===== config.mk =====
export PLATFORM = sky130hd
export DESIGN_NAME = spt_timer_top
export DESIGN_NICKNAME = d
export VERILOG_FILES = /design/src/rtl/spt_pkg.sv /design/src/rtl/spt_phase_gen.sv /design/src/rtl/spt_pin_sync.sv /design/src/rtl/spt_prescaler.sv /design/src/rtl/spt_count8.sv /design/src/rtl/spt_timer_top.sv
export SDC_FILE = /design/constraint.sdc
export NUM_CORES = 1
export LEC_CHECK = 0
export BUFFER_PORTS_ARGS = -buffer_cell sky130_fd_sc_hd__buf_2
export CORE_ASPECT_RATIO = 0.9
export CORE_MARGIN = 2
export CORE_UTILIZATION = 40
export CTS_CLUSTER_DIAMETER = 50
export DETAILED_ROUTE_END_ITERATION = 7
export HOLD_SLACK_MARGIN = 0.12
export PLACE_DENSITY = 0.67
export RECOVER_POWER = 100
export SYNTH_ARGS = -nofsm -noshare
export SYNTH_HDL_FRONTEND = slang
export SYNTH_SLANG_ARGS = --single-unit

===== constraint.sdc =====
create_clock -name clk -period 1.9 [get_ports clk]
set_input_delay 0.38 -clock clk [delete_from_list [all_inputs] [get_ports clk]]
set_output_delay 0.38 -clock clk [all_outputs]
set_load 0.02 [all_outputs]

===== src/rtl/spt_pkg.sv =====
package spt_pkg;
  localparam int RATE_W = 3;
  localparam int PRE_W  = 1 << RATE_W;
  localparam int NPH    = 4;

  typedef struct packed {
    logic             src_ext;
    logic             edge_fall;
    logic             owner_wdt;
    logic [RATE_W-1:0] rate;
  } mode_t;

  localparam int    MODE_W   = $bits(mode_t);
  localparam mode_t MODE_RST = mode_t'({MODE_W{1'b1}});
endpackage


===== src/rtl/spt_phase_gen.sv =====
module spt_phase_gen #(
  parameter int NPH = 4
) (
  input  logic           clk,
  input  logic           rst_n,
  output logic [NPH-1:0] ph_q,
  output logic           cyc_tick
);
  localparam int PW = $clog2(NPH);

  logic [PW-1:0] ph_r, ph_n;

  always_comb begin
    if (ph_r == PW'(NPH-1)) ph_n = '0;
    else                    ph_n = ph_r + PW'(1);
  end

  always_ff @(posedge clk or negedge rst_n) begin
    if (!rst_n) ph_r <= '0;
    else        ph_r <= ph_n;
  end

  for (genvar i = 0; i < NPH; i++) begin : g_strobe
    assign ph_q[i] = (ph_r == PW'(i));
  end

  assign cyc_tick = ph_q[NPH-1];

  AST_PHASE_WRAP: assert property (@(posedge clk) disable iff (!rst_n)
    ph_q[NPH-1] |=> ph_q[0]);
  AST_PHASE_STEP: assert property (@(posedge clk) disable iff (!rst_n)
    ph_q[0] |=> ph_q[1]);
  AST_PHASE_ONEHOT: assert property (@(posedge clk) disable iff (!rst_n)
    $onehot0(ph_q) && (ph_q != '0));
endmodule


===== src/rtl/spt_pin_sync.sv =====
module spt_pin_sync #(
  parameter int STAGES = 2
) (
  input  logic clk,
  input  logic rst_n,
  input  logic pin,
  input  logic inv,
  output logic lvl,
  output logic rise
);
  logic [STAGES-1:0] sh_r, sh_n;
  logic              lvl_d_r, lvl_d_n;

  always_comb begin
    sh_n    = {sh_r[STAGES-2:0], pin};
    lvl_d_n = lvl;
  end

  always_ff @(posedge clk or negedge rst_n) begin
    if (!rst_n) begin
      sh_r    <= '1;
      lvl_d_r <= 1'b0;
    end else begin
      sh_r    <= sh_n;
      lvl_d_r <= lvl_d_n;
    end
  end

  assign lvl  = sh_r[STAGES-1] ^ inv;
  assign rise = lvl & ~lvl_d_r;

  AST_RISE_SINGLE: assert property (@(posedge clk) disable iff (!rst_n)
    rise |=> !rise);
endmodule


===== src/rtl/spt_prescaler.sv =====
module spt_prescaler #(
  parameter int RATE_W = 3
) (
  input  logic              clk,
  input  logic              rst_n,
  input  logic              clr,
  input  logic              en,
  input  logic              owner_wdt,
  input  logic [RATE_W-1:0] rate,
  output logic              pulse,
  output logic              lvl
);
  localparam int CW = 1 << RATE_W;

  logic [CW-1:0] cnt_r, cnt_n;
  logic          lvl_r, lvl_n;
  logic [CW:0]   span_t;
  logic [CW-1:0] mask_t, mask_w, mask;
  logic          term;

  always_comb begin
    span_t = ((CW+1)'(2) << rate) - (CW+1)'(1);
    mask_t = span_t[CW-1:0];
    mask_w = (CW'(1) << rate) - CW'(1);
    mask   = owner_wdt ? mask_w : mask_t;
    term   = ((cnt_r & mask) == mask);
  end

  always_comb begin
    cnt_n = cnt_r;
    lvl_n = lvl_r;
    if (clr) begin
      cnt_n = '0;
      lvl_n = 1'b0;
    end else if (en) begin
      cnt_n = cnt_r + CW'(1);
      lvl_n = term;
    end
  end

  always_ff @(posedge clk or negedge rst_n) begin
    if (!rst_n) begin
      cnt_r <= '0;
      lvl_r <= 1'b0;
    end else begin
      cnt_r <= cnt_n;
      lvl_r <= lvl_n;
    end
  end

  assign pulse = en & ~clr & term;
  assign lvl   = lvl_r;

  AST_PRE_CLEAR: assert property (@(posedge clk) disable iff (!rst_n)
    clr |=> (cnt_r == '0) && !lvl_r);
  AST_TMR_ODD_TERM: assert property (@(posedge clk) disable iff (!rst_n)
    (pulse && !owner_wdt) |-> cnt_r[0]);
endmodule


===== src/rtl/spt_count8.sv =====
module spt_count8 #(
  parameter int W   = 8,
  parameter int INH = 2
) (
  input  logic         clk,
  input  logic         rst_n,
  input  logic         we,
  input  logic [W-1:0] wdata,
  input  logic         inc,
  input  logic         tick,
  output logic [W-1:0] q,
  output logic         ovf
);
  localparam int IW = $clog2(INH + 1);

  logic [W-1:0]  cnt_r, cnt_n;
  logic          ovf_r, ovf_n;
  logic [IW-1:0] inh_r, inh_n;
  logic          inc_ok;

  assign inc_ok = inc && (inh_r == '0);

  always_comb begin
    cnt_n = cnt_r;
    ovf_n = ovf_r;
    inh_n = inh_r;
    if (we) begin
      cnt_n = wdata;
      ovf_n = 1'b0;
      inh_n = IW'(INH);
    end else begin
      if (inc_ok) begin
        cnt_n = cnt_r + W'(1);
        if (&cnt_r) ovf_n = 1'b1;
      end
      if (tick && (inh_r != '0)) inh_n = inh_r - IW'(1);
    end
  end

  always_ff @(posedge clk or negedge rst_n) begin
    if (!rst_n) begin
      cnt_r <= '0;
      ovf_r <= 1'b0;
      inh_r <= '0;
    end else begin
      cnt_r <= cnt_n;
      ovf_r <= ovf_n;
      inh_r <= inh_n;
    end
  end

  assign q   = cnt_r;
  assign ovf = ovf_r;

  AST_OVF_STICKY: assert property (@(posedge clk) disable iff (!rst_n)
    (ovf_r && !we) |=> ovf_r);
  AST_WRAP_FLAG: assert property (@(posedge clk) disable iff (!rst_n)
    (!we && inc_ok && (&cnt_r)) |=> (ovf_r && (cnt_r == '0)));
  AST_WRITE_LOAD: assert property (@(posedge clk) disable iff (!rst_n)
    we |=> ((cnt_r == $past(wdata)) && !ovf_r));
  AST_INHIBIT_HOLD: assert property (@(posedge clk) disable iff (!rst_n)
    ((inh_r != '0) && !we) |=> (cnt_r == $past(cnt_r)));
endmodule


===== src/rtl/spt_timer_top.sv =====
module spt_timer_top
  import spt_pkg::*;
#(
  parameter int CNT_W       = 8,
  parameter int SYNC_STAGES = 2,
  parameter int INH_CYC     = 2
) (
  input  logic              clk,
  input  logic              rst_n,
  input  logic              mode_we,
  input  logic [MODE_W-1:0] mode_wdata,
  input  logic              cnt_we,
  input  logic [CNT_W-1:0]  cnt_wdata,
  output logic [CNT_W-1:0]  cnt_q,
  output logic              ovf_flag,
  input  logic              ext_pin,
  input  logic              wdt_tick_in,
  output logic              wdt_tick_out,
  output logic [NPH-1:0]    phase_q
);
  localparam int PH_A = (NPH / 4) * 1;
  localparam int PH_B = (NPH / 4) * 3;

  logic [1:0] rs_r, rs_n;
  logic       rst_int_n;

  always_comb rs_n = {rs_r[0], 1'b1};

  always_ff @(posedge clk or negedge rst_n) begin
    if (!rst_n) rs_r <= 2'b00;
    else        rs_r <= rs_n;
  end

  assign rst_int_n = rs_r[1];

  mode_t mode_r, mode_n, mode_in;
  logic  cyc_tick, pin_lvl, pin_rise;
  logic  pre_clr, pre_en, pre_pulse, pre_lvl;
  logic  strobe, sel_lvl, smp_r, smp_n;
  logic  ext_inc, int_inc, tmr_inc;
  logic  wdt_r, wdt_n;

  assign mode_in = mode_t'(mode_wdata);

  always_comb begin
    mode_n = mode_r;
    if (mode_we) mode_n = mode_in;
  end

  spt_phase_gen #(.NPH(NPH)) u_phase (
    .clk      (clk),
    .rst_n    (rst_int_n),
    .ph_q     (phase_q),
    .cyc_tick (cyc_tick)
  );

  spt_pin_sync #(.STAGES(SYNC_STAGES)) u_pin (
    .clk   (clk),
    .rst_n (rst_int_n),
    .pin   (ext_pin),
    .inv   (mode_r.edge_fall),
    .lvl   (pin_lvl),
    .rise  (pin_rise)
  );

  always_comb begin
    pre_clr = (mode_we && ((mode_in.owner_wdt != mode_r.owner_wdt) ||
                           (mode_in.rate != mode_r.rate))) ||
              (cnt_we && !mode_r.owner_wdt);
    if (mode_r.owner_wdt)    pre_en = wdt_tick_in;
    else if (mode_r.src_ext) pre_en = pin_rise;
    else                     pre_en = cyc_tick;
  end

  spt_prescaler #(.RATE_W(RATE_W)) u_pre (
    .clk       (clk),
    .rst_n     (rst_int_n),
    .clr       (pre_clr),
    .en        (pre_en),
    .owner_wdt (mode_r.owner_wdt),
    .rate      (mode_r.rate),
    .pulse     (pre_pulse),
    .lvl       (pre_lvl)
  );

  always_comb begin
    strobe  = phase_q[PH_A] | phase_q[PH_B];
    sel_lvl = mode_r.owner_wdt ? pin_lvl : pre_lvl;
    smp_n   = strobe ? sel_lvl : smp_r;
    ext_inc = strobe & sel_lvl & ~smp_r;
    int_inc = mode_r.owner_wdt ? cyc_tick : pre_pulse;
    tmr_inc = mode_r.src_ext ? ext_inc : int_inc;
    wdt_n   = mode_r.owner_wdt ? pre_pulse : wdt_tick_in;
  end

  always_ff @(posedge clk or negedge rst_int_n) begin
    if (!rst_int_n) begin
      mode_r <= MODE_RST;
      smp_r  <= 1'b0;
      wdt_r  <= 1'b0;
    end else begin
      mode_r <= mode_n;
      smp_r  <= smp_n;
      wdt_r  <= wdt_n;
    end
  end

  assign wdt_tick_out = wdt_r;

  spt_count8 #(.W(CNT_W), .INH(INH_CYC)) u_cnt (
    .clk   (clk),
    .rst_n (rst_int_n),
    .we    (cnt_we),
    .wdata (cnt_wdata),
    .inc   (tmr_inc),
    .tick  (cyc_tick),
    .q     (cnt_q),
    .ovf   (ovf_flag)
  );

  AST_SAMPLE_ONLY: assert property (@(posedge clk) disable iff (!rst_int_n)
    (!$past(cnt_we) && (cnt_q != $past(cnt_q))) |-> $past(strobe));
  AST_WDT_BYPASS: assert property (@(posedge clk) disable iff (!rst_int_n)
    (!mode_r.owner_wdt && wdt_tick_in) |=> wdt_tick_out);
  AST_WDT_QUIET: assert property (@(posedge clk) disable iff (!rst_int_n)
    !wdt_tick_in |=> !wdt_tick_out);
endmodule


==> results.yml <==
routing:
  vias_per_cell: 5.18
  ant_nets: 0
  post-route-drc-count: 0
  first_iter_violations: 111
  drt_wl_total_mm: 4.86
  wl_per_cell_um: 13.5
  drtPass1Iterations: 4
  vias: 1869
sta:
  fmax_mhz: 344
  setup_ws_ps: -1000
  post-route-period-util: 1.53
  finalSetupTns_ps: -9570
  rsz0062_at_grt: "true"
  layout_min_cycle_time_ps: 2900
  holdWs_ps: 119
  finalSetupViolCount: 11
  worstMarginPinSlew_ps: 636
  fin_worst_skew_ps: 13.3
  hold_viol_final: 0
  slew_violations: 0
  maxSlewHeadroom: 0.576
synthesis:
  synth_edf_count: 0
  ys_top_cells_by_count: "dfrtp_1 (27), nor2_1 (25), nand2_1 (17)"
  yosysTopAreaCell: "dfrtp_1"
  synth_ff_type: "dfrtp_1"
  syn-cell-area_sq_um: 2100
  synthCells: 225
  synth_top_area_share: 0.322
  synth_fp_nets: 255
  synth.distinct_cells: 55
  yosysWarnings: 0
  synthArstFlopShare: 1.00
  post-synth-top-count-cell: "dfrtp_1"
  ys_seq_elements: 35
  synth_area_leaders: "dfrtp_1 (32%), dfstp_2 (10%), ha_1 (6.0%), nor2_1 (4.5%), xnor2_1 (3.8%)"
  syn_avg_cell_area_sq_um: 9.32
  ys_seq_area_frac: 0.422
global_route:
  grt_overflow: 0
  grt_pass1_wl_mm: 8.16
  grtUsageTotal: 0.178
  grt_max_degree: 27
  antenna_found_initial: 0
  grt_pass1_vias: 1864
run:
  drv_cap: 0
clock_network:
  htreeDepth: 2
  clock-root-buffer: "clkbuf_8"
  cts.sinks: 35
  clk_pin_slew_ps: 70
  cts_tree: "built"
  clock_latency_ps: 290
  clock_path_buffers: 2
  numCtsBuffers: 5
setup_path:
  r2r_cells: 11
  critPathKind: "flop to flop"
  required_ps: 2060
  crit_family: "compound AO/OA/AOI/OAI gates"
  arrival_ps: 3070
  critPathCaptureType: "flop"
  worst-path-buf-inv: 1
  cpMostUsedCell: "ha_4"
  cp.depth: 11
  max_stage_delay_ps: 540
  crit_fanout: 2
  startpoint_type: "flop"
  slowest_stage: "dfstp_2"
  crit_chain: "inv_2, ha_4, nand2_4, ha_4, nor3b_2, a221o_1, a211o_1, nor4_4, a22oi_2, o311a_1, or3b_1"
place:
  io_buffers: 33
  post-place-ws_ps: -994
  globalplace.congestion: 0.844
  place_hpwl_mm: 3.51
cells_and_area:
  layout-drive-gt1-share: 0.314
  n_antenna_cell: 0
  fillers: 424
  syn_to_final_growth_pct: 34.1
  final_core_util: 0.568
  regArea_sq_um: 886
  nNetsFinal: 325
  multi_input_area_sq_um: 1260
floorplan:
  io_pins: 34
  core_sq_um: 4950
  die_y_um: 72.7
  row_count: 24
  die-area_sq_um: 5840
  fp.dieW_um: 80.3
  start_util: 0.423
pwr:
  powerDensity_nw_per_um2: 669
  p_total_uw: 1880
  cellLeakagePower_uw: 0.00124
  vdd_drop_max_mv: 0.450
worst_hold_path:
  holdCritPathClass: "flop to async pin"
run_status:
  outcome: "finished, violations left"
  failed_checks: "setup timing"
[layout make-up]
| class | count | share of cell area |
|---|---|---|
| clock buffers | 7 | 0.0307 |
| inverters | 15 | 0.0200 |
| multi-input cells | 165 | 0.448 |
| clock inverters | 1 | 0.00178 |
| flip-flops and latches | 35 | 0.315 |
| repair buffers | 73 | 0.156 |
| well taps | 65 | 0.0289 |
[power by group]
group / switching (uW) / internal (uW)
registers: 40.6 / 802
clock network: 260 / 292
logic: 264 / 222
total: 565 / 1320
[worst paths after layout]
check,start,to,slack (ps)
max,mode_r[0]$_DFFE_PN1P_,u_cnt.q[7]$_DFFE_PN0P_,-1000
min,rs_r[1]$_DFF_PN0_,smp_r$_DFFE_PN0N_,120
max reg2reg,mode_r[0]$_DFFE_PN1P_,u_cnt.q[7]$_DFFE_PN0P_,-1000
min reg2reg,rs_r[1]$_DFF_PN0_,smp_r$_DFFE_PN0N_,120
max in group asynchronous,rs_r[1]$_DFF_PN0_,u_cnt.q[0]$_DFFE_PN0P_,880
min in group clk,ext_pin,u_pin.sh_r[0]$_DFF_PN1_,200
[worst register-to-register path: stages (launching register included)]
cell and delay [ps]:
dfstp_2 540, inv_2 50, ha_4 280, nand2_4 50
ha_4 150, nor3b_2 140, a221o_1 290, a211o_1 300
nor4_4 200, a22oi_2 140, o311a_1 300, or3b_1 340
[repair_timing]
item                                   CTS  global route
endpoints found under the hold margin    2             0
setup endpoints to repair               12            19
resized for setup                       10            15
gates cloned                             0             1
buffers inserted                         5             2
hold buffers                             1             0
pin swaps                                6             6
[sequential cells by signal (all words and copies together) (netlist names)]
register and cells:
u_cnt.q 8, u_pre.cnt_r 8, mode_r 6, rs_r 2, u_cnt.inh_r 2, u_phase.ph_r 2, u_pin.sh_r 2, smp_r 1
u_cnt.ovf 1, u_pin.lvl_d_r 1, u_pre.lvl 1, wdt_tick_out 1
[cell usage in the layout, fill, tap and decap left out, drive strengths merged, types with 2 or more instances in the layout]
cell | netlist | routed
mux2i | 4 | 4
o21ai | 11 | 11
a211o | 3 | 3
and3 | 2 | 2
nor3b | 2 | 2
nand2b | 4 | 4
clkinv | 1 | 2
dfstp | 8 | 8
mux2 | 3 | 3
a22o | 2 | 2
o32ai | 2 | 2
nand4 | 4 | 4
inv | 14 | 14
nor4b | 3 | 3
ha | 10 | 10
a21o | 2 | 2
nand4b | 2 | 2
or4 | 2 | 2
nor2b | 5 | 5
a211oi | 2 | 2
dfrtp | 27 | 27
xor2 | 3 | 3
xnor2 | 9 | 9
nand3 | 8 | 8
nor4 | 2 | 2
nor2 | 25 | 25
o211ai | 3 | 3
nand2 | 17 | 17
clkbuf | 6 | 30
a31oi | 2 | 2
buf | 5 | 49
a21oi | 10 | 11
nor3 | 2 | 2
or3 | 2 | 2
and2 | 2 | 2
[cells by family after synthesis]
group	Yosys count	synth area share
and+or+nand+nor	85	0.216
AOI/OAI and AO/OA	49	0.161
DFF	35	0.422
buffers and inverters	26	0.0537
xor gates and xnor gates	12	0.0501
adders and majority gates	10	0.0597
muxes	7	0.0352
other	1	0.00179
[metrics by stage]
stage	std cells	cell area [sq um]
final	361	2810
after detailed placement	346	2600
after floorplan	225	2160
after global routing	361	2810
after CTS	359	2770
after global placement	346	2600
[routing by layer]
metal  GRT usage  vias up  routed length [um]
met1       0.231      888                2230
met4      0.0584        0                  51
li1            -      939                   -
met2       0.296       38                2410
met3      0.0384        4                 163
met5           0        -                   0
Note: power is estimated with default switching activity, not from simulation.
